==> src/rtl/spi_err_pkg.sv <==
package spi_err_pkg;
    localparam int RATE_W = 2;

    typedef struct packed {
        logic              en;
        logic              mstr;
        logic              cpol;
        logic              cpha;
        logic [RATE_W-1:0] rate;
    } ctl_t;
endpackage

==> src/rtl/spi_bitclk.sv <==
module spi_bitclk #(
    parameter int MAX_DIV = 128
) (
    input  logic       clk,
    input  logic       rst_n,
    input  logic       run,
    input  logic [1:0] rate,
    output logic       tick_half,
    output logic       tick_bit
);
    localparam int CW = $clog2(MAX_DIV);

    logic [CW-1:0] cnt_d, cnt_q;
    logic [CW:0]   div_w, half_w;

    always_comb begin
        div_w     = (CW+1)'(MAX_DIV) >> {2'd3 - rate, 1'b0};
        half_w    = div_w >> 1;
        tick_bit  = run && ({1'b0, cnt_q} >= div_w - 1'b1);
        tick_half = tick_bit || (run && ({1'b0, cnt_q} == half_w - 1'b1));
        if (!run || tick_bit) cnt_d = '0;
        else                  cnt_d = cnt_q + 1'b1;
    end

    always_ff @(posedge clk or negedge rst_n) begin
        if (!rst_n) cnt_q <= '0;
        else        cnt_q <= cnt_d;
    end
endmodule

==> src/rtl/spi_sync.sv <==
module spi_sync #(
    parameter int           W      = 3,
    parameter int           STAGES = 2,
    parameter logic [W-1:0] RST    = '0
) (
    input  logic         clk,
    input  logic         rst_n,
    input  logic [W-1:0] din,
    output logic [W-1:0] dout
);
    logic [W-1:0] st_q [STAGES];

    for (genvar i = 0; i < STAGES; i++) begin : g_stage
        always_ff @(posedge clk or negedge rst_n) begin
            if (!rst_n)      st_q[i] <= RST;
            else if (i == 0) st_q[i] <= din;
            else             st_q[i] <= st_q[(i == 0) ? 0 : i-1];
        end
    end

    assign dout = st_q[STAGES-1];
endmodule

==> src/rtl/spi_err_ctrl.sv <==
module spi_err_ctrl
    import spi_err_pkg::*;
#(
    parameter int DATA_W  = 8,
    parameter int MAX_DIV = 128,
    parameter int SYNC_N  = 2
) (
    input  logic              clk,
    input  logic              rst_n,
    input  logic              ctl_wr,
    input  logic              ctl_en,
    input  logic              ctl_mstr,
    input  logic              ctl_cpol,
    input  logic              ctl_cpha,
    input  logic [RATE_W-1:0] ctl_rate,
    input  logic              dat_wr,
    input  logic [DATA_W-1:0] dat_wdata,
    input  logic              dat_rd,
    input  logic              sts_rd,
    output logic [DATA_W-1:0] rx_data,
    output logic              rx_full,
    output logic              ovf_flag,
    output logic              modf_flag,
    output logic              en_q,
    output logic              mstr_q,
    input  logic              sck_in,
    output logic              sck_out,
    output logic              sck_oe,
    input  logic              mosi_in,
    output logic              mosi_out,
    output logic              mosi_oe,
    input  logic              miso_in,
    output logic              miso_out,
    output logic              miso_oe,
    input  logic              ss_n_in
);
    localparam int HW = $clog2(2*DATA_W);
    localparam int BW = $clog2(DATA_W);

    typedef struct packed {
        ctl_t              ctl;
        logic              pend;
        logic              busy;
        logic [HW-1:0]     hcnt;
        logic [DATA_W-1:0] sh;
        logic              rxbit;
        logic [DATA_W-1:0] rx;
        logic              rx_full;
        logic              ovf;
        logic              modf;
        logic              arm_rx;
        logic              arm_mf;
        logic              sck;
        logic [BW-1:0]     s_cnt;
        logic              sck_prev;
    } st_t;

    st_t  st_d, st_q;
    logic tick_half, tick_bit, done;
    logic is_mstr, is_slv;
    logic ss_s, sck_s, mosi_s;
    ctl_t ctl_in;

    assign is_mstr = st_q.ctl.en & st_q.ctl.mstr;
    assign is_slv  = st_q.ctl.en & ~st_q.ctl.mstr;
    assign ctl_in  = '{en: ctl_en, mstr: ctl_mstr, cpol: ctl_cpol,
                       cpha: ctl_cpha, rate: ctl_rate};

    spi_sync #(.W(3), .STAGES(SYNC_N), .RST(3'b100)) u_sync (
        .clk  (clk),
        .rst_n(rst_n),
        .din  ({ss_n_in, sck_in, mosi_in}),
        .dout ({ss_s, sck_s, mosi_s})
    );

    spi_bitclk #(.MAX_DIV(MAX_DIV)) u_bitclk (
        .clk      (clk),
        .rst_n    (rst_n),
        .run      (is_mstr),
        .rate     (st_q.ctl.rate),
        .tick_half(tick_half),
        .tick_bit (tick_bit)
    );

    always_comb begin
        st_d = st_q;
        done = 1'b0;

        // Register interface and flag-clearing sequences
        if (sts_rd) begin
            st_d.arm_rx = st_q.rx_full | st_q.ovf;
            st_d.arm_mf = st_q.modf;
        end
        if (dat_rd && st_q.arm_rx) begin
            st_d.rx_full = 1'b0;
            st_d.ovf     = 1'b0;
            st_d.arm_rx  = 1'b0;
        end
        if (ctl_wr) begin
            st_d.ctl = ctl_in;
            if (st_q.arm_mf) begin
                st_d.modf   = 1'b0;
                st_d.arm_mf = 1'b0;
            end
        end

        // Master engine: starts on a bit boundary, then walks 2*DATA_W half periods
        if (is_mstr) begin
            if (dat_wr && !st_q.busy) begin
                st_d.pend = 1'b1;
                st_d.sh   = dat_wdata;
            end
            if (!st_q.busy && tick_bit && (st_q.pend || dat_wr)) begin
                st_d.busy = 1'b1;
                st_d.hcnt = '0;
                st_d.pend = 1'b0;
            end else if (st_q.busy && tick_half) begin
                st_d.hcnt = st_q.hcnt + 1'b1;
                if (!st_q.hcnt[0]) begin
                    st_d.rxbit = miso_in;
                end else begin
                    st_d.sh = {st_q.sh[DATA_W-2:0], st_q.rxbit};
                    if (st_q.hcnt == HW'(2*DATA_W-1)) begin
                        st_d.busy = 1'b0;
                        done      = 1'b1;
                    end
                end
            end
        end

        // Slave engine: samples synchronized SCK edges
        if (is_slv) begin
            if (ss_s) begin
                st_d.s_cnt = '0;
                if (dat_wr) st_d.sh = dat_wdata;
            end else if (sck_s != st_q.sck_prev &&
                         sck_s == (st_q.ctl.cpol == st_q.ctl.cpha)) begin
                st_d.sh    = {st_q.sh[DATA_W-2:0], mosi_s};
                st_d.s_cnt = st_q.s_cnt + 1'b1;
                if (st_q.s_cnt == BW'(DATA_W-1)) begin
                    st_d.s_cnt = '0;
                    done       = 1'b1;
                end
            end
        end
        st_d.sck_prev = sck_s;

        // Receive register: an unread byte is kept, the new one is dropped
        if (done) begin
            if (st_d.rx_full) begin
                st_d.ovf = 1'b1;
            end else begin
                st_d.rx      = st_d.sh;
                st_d.rx_full = 1'b1;
            end
        end

        // Mode fault: another device pulls select low while this one is master
        if (is_mstr && !ss_s) begin
            st_d.modf     = 1'b1;
            st_d.ctl.en   = 1'b0;
            st_d.ctl.mstr = 1'b0;
        end
        if (!(st_d.ctl.en && st_d.ctl.mstr)) begin
            st_d.busy = 1'b0;
            st_d.pend = 1'b0;
        end

        st_d.sck = st_d.ctl.cpol ^ (st_d.busy & (st_d.hcnt[0] ^ st_d.ctl.cpha));
    end

    always_ff @(posedge clk or negedge rst_n) begin
        if (!rst_n) st_q <= '0;
        else        st_q <= st_d;
    end

    assign rx_data   = st_q.rx;
    assign rx_full   = st_q.rx_full;
    assign ovf_flag  = st_q.ovf;
    assign modf_flag = st_q.modf;
    assign en_q      = st_q.ctl.en;
    assign mstr_q    = st_q.ctl.mstr;
    assign sck_out   = st_q.sck;
    assign sck_oe    = is_mstr;
    assign mosi_out  = st_q.sh[DATA_W-1];
    assign mosi_oe   = is_mstr;
    assign miso_out  = st_q.sh[DATA_W-1];
    assign miso_oe   = is_slv & ~ss_s;

    // in steady master mode SCK moves only on a prescaler half tick
    p_sck_on_tick_r2: assert property (@(posedge clk) disable iff (!rst_n)
        (is_mstr && $past(is_mstr) && $stable(st_q.ctl.cpol) &&
         $stable(st_q.ctl.cpha) && !$stable(st_q.sck)) |-> $past(tick_half));

    // the receive register fills only at the end of a byte
    p_full_by_xfer_r4: assert property (@(posedge clk) disable iff (!rst_n)
        $rose(st_q.rx_full) |-> $past(done));

    // the byte raising overflow does not replace the stored one
    p_ovf_keeps_r6: assert property (@(posedge clk) disable iff (!rst_n)
        $rose(st_q.ovf) |-> $stable(st_q.rx));

    // a mode fault leaves master mode with the drivers released
    p_modf_release_r8: assert property (@(posedge clk) disable iff (!rst_n)
        $rose(st_q.modf) |-> (!sck_oe && !mosi_oe && !st_q.ctl.mstr && !st_q.ctl.en));

    // mode fault clears only by a control write after a status read
    p_modf_clear_r9: assert property (@(posedge clk) disable iff (!rst_n)
        $fell(st_q.modf) |-> ($past(ctl_wr) && $past(st_q.arm_mf)));
endmodule

==> config.mk <==
export PLATFORM = sky130hd
export DESIGN_NAME = spi_err_ctrl
export DESIGN_NICKNAME = d
export VERILOG_FILES = /design/src/rtl/spi_err_pkg.sv /design/src/rtl/spi_bitclk.sv /design/src/rtl/spi_sync.sv /design/src/rtl/spi_err_ctrl.sv
export SDC_FILE = /design/constraint.sdc
export NUM_CORES = 1
export LEC_CHECK = 0
export BUFFER_PORTS_ARGS = -buffer_cell sky130_fd_sc_hd__buf_2
export CAP_MARGIN = 20
export CORE_MARGIN = 3
export CORE_UTILIZATION = 63
export CTS_BUF_LIST = sky130_fd_sc_hd__clkbuf_8
export DETAILED_ROUTE_END_ITERATION = 7
export GPL_TIMING_DRIVEN = 0
export PLACE_DENSITY_LB_ADDON = 0.3
export SETUP_SLACK_MARGIN = 0.5
export SLEW_MARGIN = 10
export SYNTH_ARGS = -nofsm -noshare
export SYNTH_HDL_FRONTEND = slang
export SYNTH_HIERARCHICAL = 1
export SYNTH_SLANG_ARGS = --single-unit
==> constraint.sdc <==
create_clock -name clk -period 5.85 [get_ports clk]
set_input_delay 0.2925 -clock clk [delete_from_list [all_inputs] [get_ports clk]]
set_output_delay 0.2925 -clock clk [all_outputs]
set_load 0.05 [all_outputs]
==> run metrics <==
final hold violation count 0; CTS root buffer clkbuf_8; Startpoint Class flop; Starting DRT DRC Count between 100 and 150; clock buffer depth 2; diode count 0; share of cells above drive strength 1 a little under a third; Critical Path RT 6.10 ns; hold slack 0.0818 ns; Post-synth top cells dfrtp_1, nor2_1, o21ai_0, nand2_1, buf_4; crit path time final between 3 and 4 ns; DIE WIDTH approximately 70 µm; vias 2080; FF+latch count, synth 52; clock sink count 52; DR WL/cell approximately 15 µm; Initial DRT Pass Iterations 4; critical path, cell by cell clkbuf_1, nand2_1, ha_1, a21o_1, a21oi_1, o21ai_1, o21a_1, and3_1, clkbuf_1, o21ai_1, a22oi_1, o21ai_0, mux2_4; CTS H-tree depth 2; Worst-Margin Slew 0.557 ns; ys async rst share between 90% and 100%; Reg area between 0.001 and 0.0015 mm²; Final Non-Filler Cells 351; DRC viols 0; vias in the first global route 2087; All-Layer GR Usage 23.1%; Layout Area Growth over Synthesis 15.5%; total gr overflow 0; Synth Area in Simple Gates 11.8%; Final Max Slew Viols 0; first-pass GRT wire length ~9400 µm; crit path kind reg2reg; Synth top area share 45.6%; initial antenna violation count 0; Clock Skew 0.00562 ns; Post-CTS Setup Inserts 0; # setup viols final 0; Row Count 23; Fmax achieved 318 MHz; register area share after synthesis 47.6%; setup tns final 0 ns; Mean Syn Cell Area about 11 µm²; cts repair resizes 0; mux cell area share after synthesis 8.40%; Compound-Gate Fraction of Synth Area 20.0%; clock power share 26.4%; most area-hungry cell type in the Yosys netlist dfrtp_1; core box area 0.00409 mm²; Placement Setup Slack 2.75 ns; nets 332; Fillers between 200 and 300; Peak supply drop just under 0.0002 V; slowest stage delay, CP around 0.35 ns; Synth Net Count 282; Die ar. 0.00518 mm²; Synth warnings 6; Post-Route WL 5380 µm; most common cell in the netlist dfrtp_1; Detailed Place HPWL 3930 µm; final worst setup slack around 2.7 ns; Synth Area in XOR/XNOR 2.83%; pin count of the biggest net entering global routing 35; Lkg Pwr 0.00150 µW; Syn Inst Count 250; Initial Util 67.1%; slew margin rel. a little over three fifths; Flop pwr share 46.6%; die height ~70 µm; IO buf count 41; Final ANT Viol Nets 0; Post-synth EDFFs 0; CP max-delay cell o21ai_1; Synth cell types 55; I/O Pins 43; combinational fraction of design power 26.9%; RSZ-0062 raised after global routing no; placed insts around 340; worst path arrival time ~3.4 ns; multi-input logic area 0.00128 mm²; Synth Area in Adders 3.65%; gpl congestion 0.822; Main synth FF type dfrtp_1; Sw Ratio 33.2%; status finished, final reports clean; largest family of logic cells by synthesized area compound AO/OA/AOI/OAI gates; worst skew pair latency 0.30 ns; critical-path maximum fanout 8; # Max-Cap Violations 0; dpl cell area about 0.0030 mm²; Post-Syn Area 0.00274 mm²; Worst-path clk slew 0.09 ns; sw power 330 µW; top post-synthesis cells by area dfrtp_1, mux2_4, ha_1; Int Power about 660 µW; worst hold path type in2reg; final worst path period share 53.8%; Pwr per Cell Area about 310 mW/mm²; TritonCTS clock tree built; Post-Layout Inst Area 0.00317 mm²; vias per cell between 5 and 6; Worst Setup End Kind flop; total CTS buffers 5
-- final cells by class --
type                            instances  area share (%)
Buffer                                 19            4.11
Clock buffer                            7            3.04
Clock inverter                          1           0.949
Inverter                                7           0.830
Multi-Input combinational cell        172            40.5
Sequential cell                        52            41.2
Tap cell                               50            1.98
Timing Repair Buffer                   43            7.43
-- state kept, by name (all words and copies together), names as in the netlist --
name / flops
st_q: 24
rx_data: 8
u_bitclk/cnt_q: 7
u_sync/dout: 3
u_sync/st_q: 3
en_q: 1
miso_out: 1
modf_flag: 1
mstr_q: 1
ovf_flag: 1
rx_full: 1
sck_out: 1
-- repair_timing --
action / in CTS / in global routing
hold buffers: 1 / 0
endpoints found under the hold margin: 17 / 0
endpoints found under the setup margin: 0 / 0
-- logic make-up after synthesis --
kind of cell	count (synthesis)
simple gates	64
mux	17
buf+inv	26
compound gates	75
flops	52
fa+ha+maj	8
xor+xnor	8
-- per-layer routing --
layer,global-route usage [%],share of wire (%),vias to the layer above
li1,-,-,1008
met1,31.7,45,992
met2,36.6,47,73
met3,3.88,6.2,7
met4,9.39,1.3,0
met5,0,0,-
-- power by group through the flow --
stage	clock network (µW)	registers, µW	logic (µW)
after global placement	0	467	257
after detailed placement	0	469	266
after global routing	281	473	296
after CTS	268	463	270
final	263	464	268
after floorplan	0	486	175
-- per-stage QoR --
stage / util, % / total power, µW
after CTS: 77.5 / 1000
after floorplan: - / 661
final: 77.5 / 995
after global placement: 73.6 / 724
after detailed placement: 74.1 / 735
after global routing: 77.5 / 1050
-- worst max-delay path: cells and delay by family (launching register included) --
| family | cells | cell delay [ns] |
|---|---|---|
| AND/OR/NAND/NOR | 2 | 0.27 |
| flip-flops | 1 | 0.34 |
| multiplexers | 1 | 0.21 |
| AO/OA/AOI/OAI | 7 | 1.52 |
| buffers and inverters | 2 | 0.44 |
| adder cells (fa/ha/maj) | 1 | 0.31 |
-- path summary, 6_finish.rpt --
path | start | to | slack, ns | depth (start not counted)
max in group asynchronous | rst_n | u_sync/dout[2] | 4.80 | 3
setup reg to reg | st_q[34] | rx_data[1] | 2.71 | 13
min in group asynchronous | rst_n | u_sync/dout[1] | 0.45 | 2
hold / removal | ss_n_in | u_sync/st_q[5] | 0.08 | 1
hold reg to reg | u_sync/st_q[5] | u_sync/dout[2] | 0.36 | 0
setup / recovery | st_q[34] | rx_data[1] | 2.71 | 13
-- placed cells by master, fill, tap and decap left out, types with 6 or more instances in the layout --
| master | Yosys | final |
|---|---|---|
| a32oi_1 | 8 | 8 |
| dfrtp_1 | 50 | 50 |
| buf_4 | 13 | 13 |
| a21oi_1 | 8 | 8 |
| buf_2 | 1 | 42 |
| nand2_1 | 15 | 15 |
| nand3_1 | 7 | 7 |
| nor2_1 | 18 | 18 |
| inv_1 | 6 | 6 |
| mux2_4 | 8 | 8 |
| mux2_2 | 6 | 6 |
| clkbuf_8 | 0 | 7 |
| a22oi_1 | 8 | 8 |
| o21ai_0 | 18 | 18 |
| ha_1 | 8 | 8 |
No activity file was read; power rests on OpenSTA's default activity.
